==> src/rtl/rxr_pkg.sv <==
package rxr_pkg;
  typedef enum logic [3:0] {
    ST_OFF, ST_SEN_LO, ST_SEN_HI, ST_IDLE, ST_DATA, ST_DROP,
    ST_HDR0, ST_HDR1, ST_HDR2, ST_HDR3
  } rxr_state_e;

  localparam logic [15:0] RXR_SENTINEL = 16'hFFF0;
  localparam int RXR_HDR_BYTES = 4;
  localparam int RXR_RD_BIAS   = 16;
  localparam int RXR_IRQ_W     = 5;
  localparam int RXR_FLAG_W    = 5;
endpackage

==> src/rtl/rxr_ptr.sv <==
module rxr_ptr
  import rxr_pkg::*;
#(
  parameter int BASE_LEN = 8192,
  parameter int OW       = $clog2(BASE_LEN) + 3
) (
  input  logic          clk,
  input  logic          rst,
  input  logic          rx_en,
  input  logic [1:0]    size_sel,
  input  logic          rdp_we,
  input  logic [OW-1:0] rdp_wdata,
  input  logic          wp_load,
  input  logic [OW-1:0] wp_next,
  output logic [OW-1:0] wp,
  output logic [OW-1:0] rdp_q,
  output logic [OW-1:0] ring_mask,
  output logic [OW:0]   free_bytes,
  output logic          buf_empty
);
  localparam int LW = OW + 1;
  localparam logic [OW-1:0] RDP_RESET = {OW{1'b0}} - OW'(RXR_RD_BIAS);

  logic [LW-1:0] ring_len;
  logic [OW-1:0] rd_true;
  logic [OW-1:0] gap;

  assign ring_len   = LW'(BASE_LEN) << size_sel;
  assign ring_mask  = OW'(ring_len - LW'(1));
  assign rd_true    = (rdp_q + OW'(RXR_RD_BIAS)) & ring_mask;
  assign gap        = (rd_true - wp) & ring_mask;
  assign free_bytes = (gap == '0) ? ring_len : {1'b0, gap};

  always_ff @(posedge clk) begin
    if (rst || !rx_en) begin
      wp    <= '0;
      rdp_q <= RDP_RESET;
    end else begin
      if (wp_load) wp <= wp_next;
      if (rdp_we)  rdp_q <= rdp_wdata;
    end
  end

  always_ff @(posedge clk) begin
    if (rst) buf_empty <= 1'b1;
    else     buf_empty <= (rd_true == wp);
  end

  p_wp_aligned_r6: assert property (@(posedge clk) disable iff (rst)
    wp[1:0] == 2'b00);
  p_wp_in_ring_r1: assert property (@(posedge clk) disable iff (rst)
    (wp & ~ring_mask) == '0);
  p_off_clears_r9: assert property (@(posedge clk) disable iff (rst)
    !rx_en |=> (wp == '0 && rdp_q == RDP_RESET));
endmodule

==> src/rtl/rxr_irq.sv <==
module rxr_irq
  import rxr_pkg::*;
#(
  parameter int NB = RXR_IRQ_W
) (
  input  logic          clk,
  input  logic          rst,
  input  logic [NB-1:0] set,
  input  logic          clr_we,
  input  logic [NB-1:0] clr_mask,
  output logic [NB-1:0] stat
);
  for (genvar i = 0; i < NB; i++) begin : g_bit
    logic q;
    always_ff @(posedge clk) begin
      if (rst)                         q <= 1'b0;
      else if (set[i])                 q <= 1'b1;
      else if (clr_we && clr_mask[i])  q <= 1'b0;
    end
    assign stat[i] = q;

    p_set_r10: assert property (@(posedge clk) disable iff (rst)
      set[i] |=> stat[i]);
    p_w1c_r10: assert property (@(posedge clk) disable iff (rst)
      (clr_we && clr_mask[i] && !set[i]) |=> !stat[i]);
  end
endmodule

==> src/rtl/rxr_wr.sv <==
module rxr_wr
  import rxr_pkg::*;
#(
  parameter int OW   = 16,
  parameter int AW   = OW + 1,
  parameter int LENW = 16
) (
  input  logic                  clk,
  input  logic                  rst,
  input  logic                  rx_en,
  input  logic                  mac_valid,
  input  logic                  mac_sof,
  input  logic                  mac_eof,
  input  logic [7:0]            mac_data,
  input  logic [RXR_FLAG_W-1:0] mac_flags,
  input  logic [OW-1:0]         wp,
  input  logic [OW-1:0]         ring_mask,
  input  logic [OW:0]           free_bytes,
  output logic                  wp_load,
  output logic [OW-1:0]         wp_next,
  output logic                  mem_we,
  output logic [AW-1:0]         mem_addr,
  output logic [7:0]            mem_wdata,
  output logic                  set_ok,
  output logic                  set_err,
  output logic                  set_ovf
);
  localparam int CW = (LENW > OW ? LENW : OW) + 2;

  rxr_state_e            state;
  logic [OW-1:0]         start;
  logic [LENW-1:0]       cnt;
  logic [RXR_FLAG_W-1:0] flags;

  logic            in_idle, take, fits_byte, fits_end, commit;
  logic [OW-1:0]   base, byte_off;
  logic [LENW-1:0] cur;
  logic [CW-1:0]   need_byte, need_end, free_c, step;
  logic [7:0]      status_lo;

  assign in_idle   = (state == ST_IDLE);
  assign base      = in_idle ? wp : start;
  assign cur       = in_idle ? '0 : cnt;
  assign take      = rx_en && mac_valid && ((in_idle && mac_sof) || state == ST_DATA);
  assign free_c    = CW'(free_bytes);
  assign need_byte = CW'(cur) + CW'(RXR_HDR_BYTES + 1);
  assign need_end  = (need_byte + CW'(3)) & ~CW'(3);
  assign fits_byte = need_byte < free_c;
  assign fits_end  = need_end < free_c;
  assign byte_off  = (base + OW'(RXR_HDR_BYTES) + OW'(cur)) & ring_mask;

  assign set_ovf   = take && (!fits_byte || (mac_eof && !fits_end));
  assign commit    = rx_en && (state == ST_HDR3);
  assign set_ok    = commit && (flags == '0);
  assign set_err   = commit && (flags != '0);
  assign step      = (CW'(cnt) + CW'(RXR_HDR_BYTES + 3)) & ~CW'(3);
  assign wp_next   = (start + OW'(step)) & ring_mask;
  assign wp_load   = commit;
  assign status_lo = {2'b00, flags, (flags == '0)};

  always_ff @(posedge clk) begin
    if (rst) begin
      state     <= ST_OFF;
      start     <= '0;
      cnt       <= '0;
      flags     <= '0;
      mem_we    <= 1'b0;
      mem_addr  <= '0;
      mem_wdata <= '0;
    end else begin
      mem_we <= 1'b0;
      if (!rx_en) begin
        state <= ST_OFF;
      end else begin
        case (state)
          ST_OFF: state <= ST_SEN_LO;
          ST_SEN_LO: begin
            mem_we    <= 1'b1;
            mem_addr  <= AW'((wp + OW'(2)) & ring_mask);
            mem_wdata <= RXR_SENTINEL[7:0];
            state     <= ST_SEN_HI;
          end
          ST_SEN_HI: begin
            mem_we    <= 1'b1;
            mem_addr  <= AW'((wp + OW'(3)) & ring_mask);
            mem_wdata <= RXR_SENTINEL[15:8];
            state     <= ST_IDLE;
          end
          ST_IDLE, ST_DATA: begin
            if (take) begin
              if (in_idle) start <= wp;
              if (!fits_byte) begin
                state <= mac_eof ? ST_IDLE : ST_DROP;
              end else begin
                mem_we    <= 1'b1;
                mem_addr  <= AW'(byte_off);
                mem_wdata <= mac_data;
                cnt       <= cur + LENW'(1);
                if (mac_eof) begin
                  flags <= mac_flags;
                  state <= fits_end ? ST_HDR0 : ST_IDLE;
                end else begin
                  state <= ST_DATA;
                end
              end
            end
          end
          ST_DROP: if (mac_valid && mac_eof) state <= ST_IDLE;
          ST_HDR0: begin
            mem_we    <= 1'b1;
            mem_addr  <= AW'(start);
            mem_wdata <= status_lo;
            state     <= ST_HDR1;
          end
          ST_HDR1: begin
            mem_we    <= 1'b1;
            mem_addr  <= AW'((start + OW'(1)) & ring_mask);
            mem_wdata <= 8'h00;
            state     <= ST_HDR2;
          end
          ST_HDR2: begin
            mem_we    <= 1'b1;
            mem_addr  <= AW'((start + OW'(2)) & ring_mask);
            mem_wdata <= cnt[7:0];
            state     <= ST_HDR3;
          end
          ST_HDR3: begin
            mem_we    <= 1'b1;
            mem_addr  <= AW'((start + OW'(3)) & ring_mask);
            mem_wdata <= cnt[15:8];
            state     <= ST_SEN_LO;
          end
          default: state <= ST_OFF;
        endcase
      end
    end
  end

  p_ovf_keeps_wp_r11: assert property (@(posedge clk) disable iff (rst)
    set_ovf |=> wp == $past(wp));
  p_wr_in_ring_r1: assert property (@(posedge clk) disable iff (rst)
    mem_we |-> (mem_addr <= AW'(ring_mask)));
  p_irq_exclusive_r10: assert property (@(posedge clk) disable iff (rst)
    $countones({set_ok, set_err, set_ovf}) <= 1);
endmodule

==> src/rtl/rx_ring_writer.sv <==
module rx_ring_writer
  import rxr_pkg::*;
#(
  parameter int BASE_LEN = 8192,
  parameter int LENW     = 16,
  localparam int OW      = $clog2(BASE_LEN) + 3,
  localparam int AW      = OW + 1
) (
  input  logic                  clk,
  input  logic                  rst,
  input  logic                  rx_en,
  input  logic [1:0]            size_sel,
  input  logic                  mac_valid,
  input  logic                  mac_sof,
  input  logic                  mac_eof,
  input  logic [7:0]            mac_data,
  input  logic [RXR_FLAG_W-1:0] mac_flags,
  input  logic                  rdp_we,
  input  logic [OW-1:0]         rdp_wdata,
  output logic [OW-1:0]         rdp_q,
  output logic                  buf_empty,
  input  logic                  int_clr_we,
  input  logic [RXR_IRQ_W-1:0]  int_clr_mask,
  output logic [RXR_IRQ_W-1:0]  int_stat,
  output logic [OW-1:0]         wr_ptr,
  output logic                  mem_we,
  output logic [AW-1:0]         mem_addr,
  output logic [7:0]            mem_wdata
);
  logic          wp_load, set_ok, set_err, set_ovf;
  logic [OW-1:0] wp_next, ring_mask;
  logic [OW:0]   free_bytes;

  rxr_ptr #(.BASE_LEN(BASE_LEN), .OW(OW)) u_ptr (
    .clk(clk), .rst(rst), .rx_en(rx_en), .size_sel(size_sel),
    .rdp_we(rdp_we), .rdp_wdata(rdp_wdata),
    .wp_load(wp_load), .wp_next(wp_next),
    .wp(wr_ptr), .rdp_q(rdp_q), .ring_mask(ring_mask),
    .free_bytes(free_bytes), .buf_empty(buf_empty)
  );

  rxr_wr #(.OW(OW), .AW(AW), .LENW(LENW)) u_wr (
    .clk(clk), .rst(rst), .rx_en(rx_en),
    .mac_valid(mac_valid), .mac_sof(mac_sof), .mac_eof(mac_eof),
    .mac_data(mac_data), .mac_flags(mac_flags),
    .wp(wr_ptr), .ring_mask(ring_mask), .free_bytes(free_bytes),
    .wp_load(wp_load), .wp_next(wp_next),
    .mem_we(mem_we), .mem_addr(mem_addr), .mem_wdata(mem_wdata),
    .set_ok(set_ok), .set_err(set_err), .set_ovf(set_ovf)
  );

  rxr_irq #(.NB(RXR_IRQ_W)) u_irq (
    .clk(clk), .rst(rst),
    .set({set_ovf, 1'b0, 1'b0, set_err, set_ok}),
    .clr_we(int_clr_we), .clr_mask(int_clr_mask), .stat(int_stat)
  );
endmodule

==> config.mk <==
export PLATFORM = sky130hd
export DESIGN_NAME = rx_ring_writer
export DESIGN_NICKNAME = d
export VERILOG_FILES = /design/src/rtl/rxr_pkg.sv /design/src/rtl/rxr_ptr.sv /design/src/rtl/rxr_irq.sv /design/src/rtl/rxr_wr.sv /design/src/rtl/rx_ring_writer.sv
export SDC_FILE = /design/constraint.sdc
export NUM_CORES = 1
export LEC_CHECK = 0
export BUFFER_PORTS_ARGS = -buffer_cell sky130_fd_sc_hd__buf_2
export CELL_PAD_IN_SITES_DETAIL_PLACEMENT = 1
export CELL_PAD_IN_SITES_GLOBAL_PLACEMENT = 2
export CORE_ASPECT_RATIO = 1.5
export CORE_UTILIZATION = 36
export CTS_BUF_LIST = sky130_fd_sc_hd__clkbuf_4
export DETAILED_ROUTE_END_ITERATION = 8
export PLACE_DENSITY_LB_ADDON = 0.1
export SYNTH_ARGS = -nofsm -noshare
export SYNTH_HDL_FRONTEND = slang
export SYNTH_SLANG_ARGS = --single-unit
==> constraint.sdc <==
create_clock -name clk -period 5.79 [get_ports clk]
set_clock_uncertainty 0.05 [all_clocks]
set_input_delay 0.2895 -clock clk [delete_from_list [all_inputs] [get_ports clk]]
set_output_delay 0.2895 -clock clk [all_outputs]
set_load 0.02 [all_outputs]
==> impl_metrics.ini <==
[worst_setup_path]
r2r_slack_ns = 0.44
cp_data_arrival_time_ns = 5.84
start_kind = flip-flop
crit_fanout = 34
r2r-end = u_wr.mem_addr[12]
r2r_cells = 22
end_kind = flip-flop
reg2reg_from = u_ptr.rdp_q[4]
cp.required_ns = 6.28
path_class = reg2reg

[sta]
rsz0062_at_grt = no
hold_viol_final = 0
drv_slew = 0
max_freq_mhz = 187
tightestPinTransition_ns = 1.08
max-slew-margin-rel_pct = 27.5
post-route-min-period_ns = 5.35
setup_tns_ns = 0
fin_crit_sh_pct = 92.4
finalSetupViolations = 0

[cells_and_area]
finalNetCount = 1684
final_common_cell = nand2_1
layout_common_cells = 168 x nand2_1, 141 x nor2_1, 102 x buf_2, 102 x dfxtp_1, 95 x ha_1
syn_to_final_growth_pct = 12.8
finalNonFillerCells = 1938
drive_gt1_share_pct = 11.4

[floorplanning]
coreArea_sq_um = 28900
die_area_sq_um = 30300
die_w_um = 142
rows = 76
start_util_pct = 36.9
die_y_um = 213
ioPinCount = 108

[pwr]
p_seq_share_pct = 43.3
p_sw_uw = 572
sw_frac_of_total_pct = 34.1
ir_worst_vdd_mv = 0.0926
pwr-share-comb_pct = 25.8
p_int_uw = 1100
clockPowerShare_pct = 31.0
p_leak_uw = 0.00489
pwr_density_cell_nw_per_um2 = 139

[detailed_routing]
num_vias = 11500
wire_per_inst_um = 23.1
drtPass1Iterations = 7
drtAntennaViolNets = 0
wl_um = 44700
drc_errors = 0
via_per_inst = 5.92
drt-initial-drc-count = 654

[global_route]
grt_max_degree = 49
grt_overflow = 0
grt_pass1_wl_um = 67900
grt_pass1_vias = 11500
grt_usage_pct = 30.2
antenna_found_initial = 2

[clock_network]
clock_sinks = 102
cts_buffers = 9
cts_tree = yes
root_buffer = clkbuf_4
ctsLongestPathBuffers = 2
post-cts-setup-buffers = 0
cts.htree.levels = 3
insertion_delay_ns = 0.59
clk_pin_slew_ns = 0.19

[place]
dp_cells = 1890
place_congestion = 0.887
numPortBuffers = 102
hpwl_um = 34200

[logic_synthesis]
synth_area_leaders = dfxtp_1 19%, ha_1 11%, nand2_1 5.9%, xnor2_1 5.9%, nor2_1 5.0%
ys_ff_latch = 102
synth_cell_types = 77
synth_top_area_share_pct = 19.2
synthArstFlopShare_pct = 0
synth_edf_count = 0
synth_area_sq_um = 10700
ys.flop_type = dfxtp_1
yosysWarningCount = 0
avgSynthCellArea_sq_um = 7.24
synth_area_leader_cell = dfxtp_1
ys_seq_area_share_pct = 19.2
syn-instance-count = 1471

[hold_path]
min_path_type = in2reg
min_path_cells = 3
whs_endpoint = u_irq.g_bit[0].q
min_from = rx_en

[run]
cap_viol_max_count = 0

[status]
status = complete, no violations
==> synth_stat cells, drive strengths merged (22+ instances only) <==
| cell type | number |
|---|---|
| nor2 | 142 |
| a21oi | 93 |
| a21o | 23 |
| nand2 | 168 |
| dfxtp | 102 |
| clkbuf | 82 |
| nand3 | 61 |
| o21ai | 88 |
| nor3 | 38 |
| nor4 | 22 |
| mux2i | 41 |
| xor2 | 51 |
| nand4 | 27 |
| inv | 44 |
| buf | 31 |
| ha | 95 |
| xnor2 | 72 |
| o211ai | 23 |
==> logic make-up after synthesis <==
| group | synth area share (%) |
|---|---|
| xor+xnor | 10.1 |
| fa+ha+maj | 11.7 |
| flops | 19.2 |
| mux | 3.85 |
| compound gates | 24.1 |
| simple gates | 25.0 |
| other cells | 0.0352 |
| buf+inv | 6.00 |
==> stage by stage <==
step | util [%] | total power (uW) | hold WS (ns) | instance area (sq um) | setup slack (ns)
2_1_floorplan | - | 1020 | 0.368 | 10700 | 0.853
3_3_place_gp | 39.8 | 1140 | 0.391 | 11500 | 0.369
3_5_place_dp | 39.8 | 1150 | 0.395 | 11500 | 0.277
4_1_cts | 41.5 | 1690 | 0.0372 | 12000 | 0.211
5_1_grt | 41.6 | 1770 | 0.0439 | 12000 | 0.0356
6_report | 41.6 | 1680 | 0.0787 | 12000 | 0.443
==> sequential cells by signal (all words and copies together) (netlist names) <==
name	flops
u_wr.mem_we	1
u_irq.g_bit.q	3
u_wr.state	4
u_wr.mem_addr	16
u_ptr.buf_empty	1
u_wr.flags	5
u_wr.mem_wdata	8
u_ptr.rdp_q	16
u_ptr.wp	16
u_wr.start	16
u_wr.cnt	16
==> layer usage <==
metal  vias to the layer above  part of all wire (%)  global-route usage [%]  wire [um]
met5                         -                     0                       0          0
met4                         0                   5.2                    16.5       2310
met3                        83                   3.5                    3.25       1580
met2                       286                    50                    53.5      22400
met1                      5624                    41                    35.2      18400
li1                       5482                     -                       -          -
==> final cells by class <==
class	instances	area, sq um
clock inverters	5	106
flip-flops and latches	102	2040
fillers	3722	16900
well taps	390	488
clock buffers	10	75.1
repair buffers	171	1120
multi-input cells	1214	8020
diodes	2	5.00
inverters	44	165
==> worst max-delay path by stage <==
| stage | depth (start not counted) | start | slack [ns] | end |
|---|---|---|---|---|
| after global placement | 22 | u_ptr.rdp_q[5] | 0.37 | u_wr.mem_addr[10] |
| after global routing | 21 | u_ptr.rdp_q[4] | 0.04 | u_wr.mem_addr[10] |
| final | 22 | u_ptr.rdp_q[4] | 0.44 | u_wr.mem_addr[12] |
| after detailed placement | 22 | u_ptr.rdp_q[5] | 0.28 | u_wr.mem_addr[12] |
| after CTS | 22 | u_ptr.rdp_q[4] | 0.21 | u_wr.mem_addr[12] |
| after floorplan | 22 | u_ptr.rdp_q[5] | 0.85 | u_wr.mem_addr[0] |
==> worst max-delay path: stages (launching register included) <==
cell and delay, ns:
dfxtp_1 0.43, ha_1 0.22, nand3_1 0.12, xnor2_1 0.15, ha_1 0.37, and3_1 0.24
o21ai_0 0.09, a21oi_1 0.10, o41ai_2 0.43, o21ai_0 0.21, xor2_1 0.19, and2_1 0.18
or4_1 0.55, ha_1 0.33, nand4_1 0.11, nor2_1 0.19, o221ai_1 0.20, and4_4 0.25
o21a_1 0.19, o2111a_1 0.16, buf_12 0.17, nor3b_1 0.21, a31o_2 0.14
==> power by group through the flow <==
stage / Combinational (uW) / Clock [uW] / Sequential (uW)
CTS: 428 / 536 / 725
floorplan: 274 / 0 / 750
finish: 431 / 519 / 725
global route: 478 / 564 / 727
global placement: 402 / 0 / 739
detailed placement: 411 / 0 / 740
==> timing repair <==
action	CTS	global route
endpoints found under the setup margin	0	29
endpoints found under the hold margin	28	0
gates resized for setup	0	5
hold buffers	31	0
Power figures use the tool's default switching activity.
